==> src/rtl/spi_rq_pkg.sv <==
package spi_rq_pkg;
   typedef enum logic [1:0] {
      ST_READY = 2'd0,
      ST_RECV  = 2'd1,
      ST_PROC  = 2'd2,
      ST_BAD   = 2'd3
   } rq_state_e;

   localparam int HDR_BYTES = 8;
   localparam int HDR_SLACK = 4;
   localparam int VER_OFS   = 0;
   localparam int RSV_OFS   = 5;
   localparam logic [7:0] PROTO_VER = 8'd3;
endpackage

==> src/rtl/spi_rq_front.sv <==
module spi_rq_front #(
   parameter int SYNC_STAGES = 2
) (
   input  logic       clk,
   input  logic       rst_n,
   input  logic       sclk,
   input  logic       cs_n,
   input  logic       mosi,
   output logic       byte_stb,
   output logic [7:0] byte_data,
   output logic       cs_fall,
   output logic       cs_rise
);
   if (SYNC_STAGES < 2) begin : g_bad_sync
      $error("SYNC_STAGES must be at least 2");
   end

   logic [SYNC_STAGES-1:0] sclk_q, cs_q, mosi_q;
   logic sclk_d, cs_d;
   logic [2:0] bit_cnt;
   logic [6:0] shreg;

   wire sclk_s = sclk_q[SYNC_STAGES-1];
   wire cs_s   = cs_q[SYNC_STAGES-1];
   wire mosi_s = mosi_q[SYNC_STAGES-1];
   wire sclk_rise = sclk_s & ~sclk_d;

   assign cs_fall = cs_d & ~cs_s;
   assign cs_rise = ~cs_d & cs_s;

   always_ff @(posedge clk or negedge rst_n) begin
      if (!rst_n) begin
         sclk_q <= '0;
         cs_q   <= '1;
         mosi_q <= '0;
         sclk_d <= 1'b0;
         cs_d   <= 1'b1;
      end else begin
         sclk_q <= {sclk_q[SYNC_STAGES-2:0], sclk};
         cs_q   <= {cs_q[SYNC_STAGES-2:0], cs_n};
         mosi_q <= {mosi_q[SYNC_STAGES-2:0], mosi};
         sclk_d <= sclk_s;
         cs_d   <= cs_s;
      end
   end

   always_ff @(posedge clk or negedge rst_n) begin
      if (!rst_n) begin
         bit_cnt   <= '0;
         shreg     <= '0;
         byte_stb  <= 1'b0;
         byte_data <= '0;
      end else begin
         byte_stb <= 1'b0;
         if (cs_s) begin
            bit_cnt <= '0;
         end else if (sclk_rise) begin
            shreg   <= {shreg[5:0], mosi_s};
            bit_cnt <= bit_cnt + 3'd1;
            if (bit_cnt == 3'd7) begin
               byte_stb  <= 1'b1;
               byte_data <= {shreg, mosi_s};
            end
         end
      end
   end
endmodule

==> src/rtl/spi_rq_fifo.sv <==
module spi_rq_fifo #(
   parameter int DEPTH = 32,
   localparam int AW = (DEPTH > 1) ? $clog2(DEPTH) : 1,
   localparam int LW = $clog2(DEPTH + 1)
) (
   input  logic          clk,
   input  logic          rst_n,
   input  logic          flush,
   input  logic          push,
   input  logic [7:0]    push_data,
   input  logic          pop,
   output logic [7:0]    rd_data,
   output logic          rd_valid,
   output logic          full,
   output logic [LW-1:0] level
);
   logic [7:0] mem [DEPTH];
   logic [AW-1:0] wr_ptr, rd_ptr;

   assign full     = (level == LW'(DEPTH));
   assign rd_valid = (level != '0);
   assign rd_data  = mem[rd_ptr];

   wire do_push = push & ~full;
   wire do_pop  = pop & rd_valid;

   function automatic logic [AW-1:0] nxt(input logic [AW-1:0] p);
      return (p == AW'(DEPTH - 1)) ? '0 : p + AW'(1);
   endfunction

   always_ff @(posedge clk) begin
      if (do_push && !flush) mem[wr_ptr] <= push_data;
   end

   always_ff @(posedge clk or negedge rst_n) begin
      if (!rst_n) begin
         wr_ptr <= '0;
         rd_ptr <= '0;
         level  <= '0;
      end else if (flush) begin
         wr_ptr <= '0;
         rd_ptr <= '0;
         level  <= '0;
      end else begin
         if (do_push) wr_ptr <= nxt(wr_ptr);
         if (do_pop)  rd_ptr <= nxt(rd_ptr);
         level <= level + LW'(do_push) - LW'(do_pop);
      end
   end
endmodule

==> src/rtl/spi_rq_hdr.sv <==
module spi_rq_hdr
   import spi_rq_pkg::*;
#(
   parameter int DEPTH       = 32,
   parameter int LEN_OFS     = 6,
   parameter bit LEN_BIG_END = 1'b0,
   parameter int IW          = 6
) (
   input  logic          clk,
   input  logic          rst_n,
   input  logic          clear,
   input  logic          stb,
   input  logic [IW-1:0] idx,
   input  logic [7:0]    data,
   output logic [16:0]   total,
   output logic          bad
);
   logic [7:0] ver_q, rsv_q, len_a, len_b;
   logic [15:0] field;

   if (LEN_BIG_END) begin : g_be
      assign field = {len_a, len_b};
   end else begin : g_le
      assign field = {len_b, len_a};
   end

   assign total = 17'(HDR_BYTES) + {1'b0, field};
   assign bad   = (ver_q != PROTO_VER) || (rsv_q != 8'd0) ||
                  (total == 17'd0) || (total > 17'(DEPTH));

   always_ff @(posedge clk or negedge rst_n) begin
      if (!rst_n) begin
         ver_q <= '0; rsv_q <= '0; len_a <= '0; len_b <= '0;
      end else if (clear) begin
         ver_q <= '0; rsv_q <= '0; len_a <= '0; len_b <= '0;
      end else if (stb) begin
         if (idx == IW'(VER_OFS))     ver_q <= data;
         if (idx == IW'(RSV_OFS))     rsv_q <= data;
         if (idx == IW'(LEN_OFS))     len_a <= data;
         if (idx == IW'(LEN_OFS + 1)) len_b <= data;
      end
   end
endmodule

==> src/rtl/spi_rq_rx.sv <==
module spi_rq_rx
   import spi_rq_pkg::*;
#(
   parameter int DEPTH       = 32,
   parameter int LEN_OFS     = 6,
   parameter bit LEN_BIG_END = 1'b0,
   parameter int SYNC_STAGES = 2
) (
   input  logic        clk,
   input  logic        rst_n,
   input  logic        spi_sclk,
   input  logic        spi_cs_n,
   input  logic        spi_mosi,
   output logic [7:0]  rd_data,
   output logic        rd_valid,
   input  logic        rd_ready,
   output logic        request_valid,
   output logic [16:0] req_len,
   output logic [1:0]  rx_state,
   output logic [1:0]  status,
   input  logic [1:0]  status_clr
);
   localparam int CW      = $clog2(DEPTH + 1);
   localparam int HDR_CHK = HDR_BYTES + HDR_SLACK;

   if (DEPTH < HDR_CHK) begin : g_bad_depth
      $error("DEPTH must hold the header plus slack");
   end
   if (LEN_OFS < 0 || LEN_OFS + 1 >= HDR_BYTES) begin : g_bad_ofs
      $error("LEN_OFS must place the length field inside the header");
   end

   rq_state_e state;
   logic byte_stb, cs_fall, cs_rise, fifo_full, hdr_bad;
   logic [7:0] byte_data;
   logic [CW-1:0] cnt;
   logic [CW-1:0] fifo_level;
   logic [16:0] total;

   wire accept = byte_stb && (state == ST_RECV || state == ST_BAD) && !fifo_full;
   wire hdr_avail = (cnt >= CW'(HDR_CHK));

   spi_rq_front #(.SYNC_STAGES(SYNC_STAGES)) u_front (
      .clk(clk), .rst_n(rst_n), .sclk(spi_sclk), .cs_n(spi_cs_n), .mosi(spi_mosi),
      .byte_stb(byte_stb), .byte_data(byte_data), .cs_fall(cs_fall), .cs_rise(cs_rise)
   );

   spi_rq_fifo #(.DEPTH(DEPTH)) u_fifo (
      .clk(clk), .rst_n(rst_n), .flush(cs_rise), .push(accept), .push_data(byte_data),
      .pop(rd_ready), .rd_data(rd_data), .rd_valid(rd_valid), .full(fifo_full),
      .level(fifo_level)
   );

   spi_rq_hdr #(.DEPTH(DEPTH), .LEN_OFS(LEN_OFS), .LEN_BIG_END(LEN_BIG_END), .IW(CW)) u_hdr (
      .clk(clk), .rst_n(rst_n), .clear(cs_rise), .stb(accept), .idx(cnt),
      .data(byte_data), .total(total), .bad(hdr_bad)
   );

   assign req_len  = total;
   assign rx_state = state;

   always_ff @(posedge clk or negedge rst_n) begin
      if (!rst_n) begin
         state         <= ST_READY;
         cnt           <= '0;
         request_valid <= 1'b0;
         status        <= '0;
      end else begin
         request_valid <= 1'b0;
         status        <= status & ~status_clr;
         if (accept) cnt <= cnt + CW'(1);
         if (cs_rise) begin
            state  <= ST_READY;
            cnt    <= '0;
            status <= '0;
         end else begin
            unique case (state)
               ST_READY: if (cs_fall) state <= ST_RECV;
               ST_RECV: begin
                  if (hdr_avail) begin
                     if (hdr_bad) begin
                        state     <= ST_BAD;
                        status[1] <= 1'b1;
                     end else if (17'(cnt) >= total) begin
                        state         <= ST_PROC;
                        request_valid <= 1'b1;
                        status[0]     <= 1'b1;
                     end
                  end
               end
               ST_PROC, ST_BAD: ;
               default: state <= ST_READY;
            endcase
         end
      end
   end
endmodule

==> config.mk <==
export PLATFORM = sky130hd
export DESIGN_NAME = spi_rq_rx
export DESIGN_NICKNAME = d
export VERILOG_FILES = /design/src/rtl/spi_rq_pkg.sv /design/src/rtl/spi_rq_front.sv /design/src/rtl/spi_rq_fifo.sv /design/src/rtl/spi_rq_hdr.sv /design/src/rtl/spi_rq_rx.sv
export SDC_FILE = /design/constraint.sdc
export NUM_CORES = 1
export LEC_CHECK = 0
export BUFFER_PORTS_ARGS = -buffer_cell sky130_fd_sc_hd__clkbuf_2
export CAP_MARGIN = 5
export CORE_ASPECT_RATIO = 1.5
export CORE_MARGIN = 10
export CORE_UTILIZATION = 65
export CTS_CLUSTER_SIZE = 30
export DETAILED_ROUTE_END_ITERATION = 8
export PLACE_DENSITY = 0.83
export SLEW_MARGIN = 20
export SYNTH_ARGS = -nofsm -noshare
export SYNTH_HDL_FRONTEND = slang
export SYNTH_SLANG_ARGS = --single-unit
==> constraint.sdc <==
create_clock -name clk -period 6.4 [get_ports clk]
set_input_delay 0 -clock clk [delete_from_list [all_inputs] [get_ports clk]]
set_output_delay 0 -clock clk [all_outputs]
set_load 0.005 [all_outputs]
==> flow_summary.yaml <==
synthesis:
  mappedNetlistArea_um2: 14500
  most_common_library_cells_after_synthesis: "256 x sky130_fd_sc_hd__edfxtp_1, 93 x sky130_fd_sc_hd__nor2_1, 86 x sky130_fd_sc_hd__mux2i_1"
  synthXorXnorAreaFrac_pct: 1.20
  synthesis.instances: 929
  async_flop_share_pct: 25.1
  postSynthAreaPerCell_um2: 15.7
  synth_cell_types: 60
  synth_top_area_share_pct: 52.9
  synth_most_common_cell: "sky130_fd_sc_hd__edfxtp_1"
  synth-adder-area-share_pct: 2.72
  share_of_synthesized_cell_area_in_and_or_nand_and_nor_gates_pct: 7.52
  synth_area_leaders: "sky130_fd_sc_hd__edfxtp_1 53%, sky130_fd_sc_hd__dfrtp_1 14%, sky130_fd_sc_hd__mux4_2 6.2%"
  sequential_share_of_the_synthesized_area_pct: 67.7
  muxShareOfSynthArea_pct: 13.7
  synth.ff_latch_count: 342
  ys.flop_type: "sky130_fd_sc_hd__edfxtp_1"
  synth_compound_gate_area_share_pct: 4.78
  post-synth-top-area-cell: "sky130_fd_sc_hd__edfxtp_1"
  dominant_combinational_cell_family_by_area_after_synthesis: "multiplexers"
  synth_edf_count: 256
  syn_nets: 968
  yosysWarnings: 0
floorplanning:
  placement_rows: 67
  initial_core_util_pct: 65.5
  fp.dieH_um: 203
  dieArea_um2: 28900
  coreArea_um2: 22200
  die_width_um: 142
  top_level_ports: 39
clocking:
  cts_buffers: 30
  cts_tree: "done"
  clock_tree.htree_level_count: 1
  clk_path_buf_depth: 3
  clock_sinks: 342
  clk_pin_slew_worst_paths_ns: 0.07
  root_buffer_master: "sky130_fd_sc_hd__clkbuf_16"
  cts_hold_repair.buffers: 8
  post_cts_buffers: 0
  cts_repair_resize_count: 0
  clock_latency_of_the_later_clocked_register_in_the_worst_skew_pair_ns: 0.55
power:
  vdd.ir_drop.worst_uv: 277
  power_switching_mw: 1.24
  internal_power_mw: 3.76
  leak_pwr_nw: 5.63
  seqPwrFrac_pct: 49.8
  pwr-share-clk_pct: 36.8
  switching_share_pct: 24.8
  power_density_over_the_cells_nw_per_um2: 313
  combinationalPowerShare_pct: 13.3
route:
  vias: 8173
  routed_wl_mm: 31.2
  drt-vias-per-instance: 6.45
  remaining_drc_errors: 0
  routedWlPerCell_um: 24.7
  route.antenna.remaining_nets: 0
  dr.first_iter.drc_count: 820
  first_pass_iters: 6
worst_setup_path:
  setup.worst_path.start_class: "register"
  setup.worst_path.class: "register to output pin"
  endpoint_kind: "output pin"
  worst_r2r_endpoint: "u_fifo.level[4]"
  r2r_start: "u_fifo.level[2]"
  max_stage_delay_ns: 1.10
  worst_ep_required_time_ns: 6.40
  worstPathCellList: "buf_4 -> mux4_2 -> mux2_2 -> o221ai_1 -> o21ai_0 -> clkbuf_2"
  ff2ff_setup_slack_ns: 3.44
  critical_path.top_delay_family: "flip-flops"
  rr_worst_depth: 15
  worstPathMaxFanout: 62
  cp_num_buf_inv: 2
  cp.arrival_ns: 3.77
  critPathSlowestCell: "sky130_fd_sc_hd__dfrtp_4"
global_route:
  globalRouteTotalUtil_pct: 21.8
  grt_max_degree: 63
  first_global_vias: 8603
  antenna_found_initial: 0
  global_route.overflow_total: 0
  wire_length_of_the_first_global_routing_pass_mm: 49.2
timing:
  fin_worst_skew_ns: 0.0181
  totalNegativeSetupSlack_ns: 0
  grt_setup_unrepaired: "no"
  report.final.hold_viol_count: 0
  report.final.setup_viol: 0
  timing.max_slew.rel_slack_pct: 27.3
  report.final.slew_viol_count: 0
  fmax_mhz: 265
  min_period_over_period_pct: 58.9
  tightest_slew_ns: 1.09
  layout_min_cycle_time_ns: 3.77
outcome:
  run_status: "completed"
layout:
  share_of_final_layout_standard_cells_stronger_than_drive_strength_1_pct: 18.4
  flow.area_growth_from_synthesis_pct: 10.1
  finish.net_count: 1006
  finish.cell_count_without_fillers: 1267
  antenna_cells: 0
placed_design:
  placement.io_buffers: 38
  dpl.hpwl_mm: 19.5
  routabilityCongestion: 0.918
  post-place-cells: 1203
min_path:
  holdCritPathClass: "input pin to async pin"
flow_run:
  timing.max_cap.violations: 0
[registers in the layout, summed over array words and instances (netlist names), 7 cells and up]
name,count
u_hdr.ver_q,8
u_front.shreg,7
u_fifo.mem,256
u_hdr.len_b,8
u_front.byte_data,8
u_hdr.len_a,8
u_hdr.rsv_q,8
[logic make-up (layout without fill, tap and decap cells)]
logic type / count (synthesis) / count (layout)
DFF: 342 / 342
and+or+nand+nor: 221 / 221
muxes: 146 / 146
AOI/OAI and AO/OA: 93 / 93
buffers and inverters: 76 / 138
adders and majority gates: 31 / 31
xor gates and xnor gates: 20 / 20
[worst max-delay path by stage]
stage	from	depth (start not counted)	slack, ns	to
after floorplan	u_fifo.level[2]	15	3.77	u_fifo.level[4]
after global placement	u_fifo.rd_ptr[0]	6	3.25	rd_data[3]
after detailed placement	u_fifo.rd_ptr[0]	6	3.23	rd_data[3]
after CTS	u_fifo.rd_ptr[0]	6	2.62	rd_data[3]
after global routing	u_fifo.rd_ptr[0]	6	2.38	rd_data[1]
final	u_fifo.rd_ptr[0]	6	2.63	rd_data[3]
[final cells by class]
type                    instances  area, um2
clock buffers                  33        783
multi-input cells             511       4350
fillers                      1383       6200
flip-flops and latches        342       9850
inverters                      21       78.8
well taps                     276        345
repair buffers                 61        380
clock inverters                23        231
[worst min-delay path, delay by kind of cell]
| family | cells | cell delay [ns] |
|---|---|---|
| buffers and inverters | 3 | 1.08 |
[routing by layer]
layer / routed length (um) / global-route usage [%] / vias up
met2: 16700 / 38.3 / 327
met4: 1320 / 9.19 / 0
met3: 1800 / 2.91 / 78
li1: - / - / 3633
met1: 11400 / 26.2 / 4135
met5: 0 / 0 / -
[power groups by stage]
stage / Clock [mW] / Sequential, mW / Combinational (mW)
6_report: 1.84 / 2.50 / 0.668
5_1_grt: 1.96 / 2.51 / 0.726
4_1_cts: 1.87 / 2.50 / 0.672
3_5_place_dp: 0 / 2.54 / 0.659
3_3_place_gp: 0 / 2.54 / 0.646
2_1_floorplan: 0 / 2.48 / 0.548
[cells in the final DEF (no fill, tap or decap), drive strengths merged, types with 20 or more instances in the layout]
cell    count
mux2       20
ha         30
edfxtp    256
nand2      45
clkbuf     70
inv        23
nor2       93
o221ai     32
dfrtp      83
mux4       40
mux2i      86
[metrics by stage]
step | hold slack, ns | worst slack (ns) | util [%] | power (mW) | cell area (um2)
2_1_floorplan | -0.296 | 3.77 | - | 3.02 | 14500
3_3_place_gp | -0.0749 | 3.25 | 67.2 | 3.19 | 14900
3_5_place_dp | -0.0741 | 3.23 | 67.2 | 3.20 | 14900
4_1_cts | 0.0688 | 2.62 | 72.1 | 5.04 | 16000
5_1_grt | 0.0861 | 2.38 | 72.1 | 5.19 | 16000
6_report | 0.0697 | 2.63 | 72.1 | 5.01 | 16000
No activity file was read; power rests on OpenSTA's default activity.
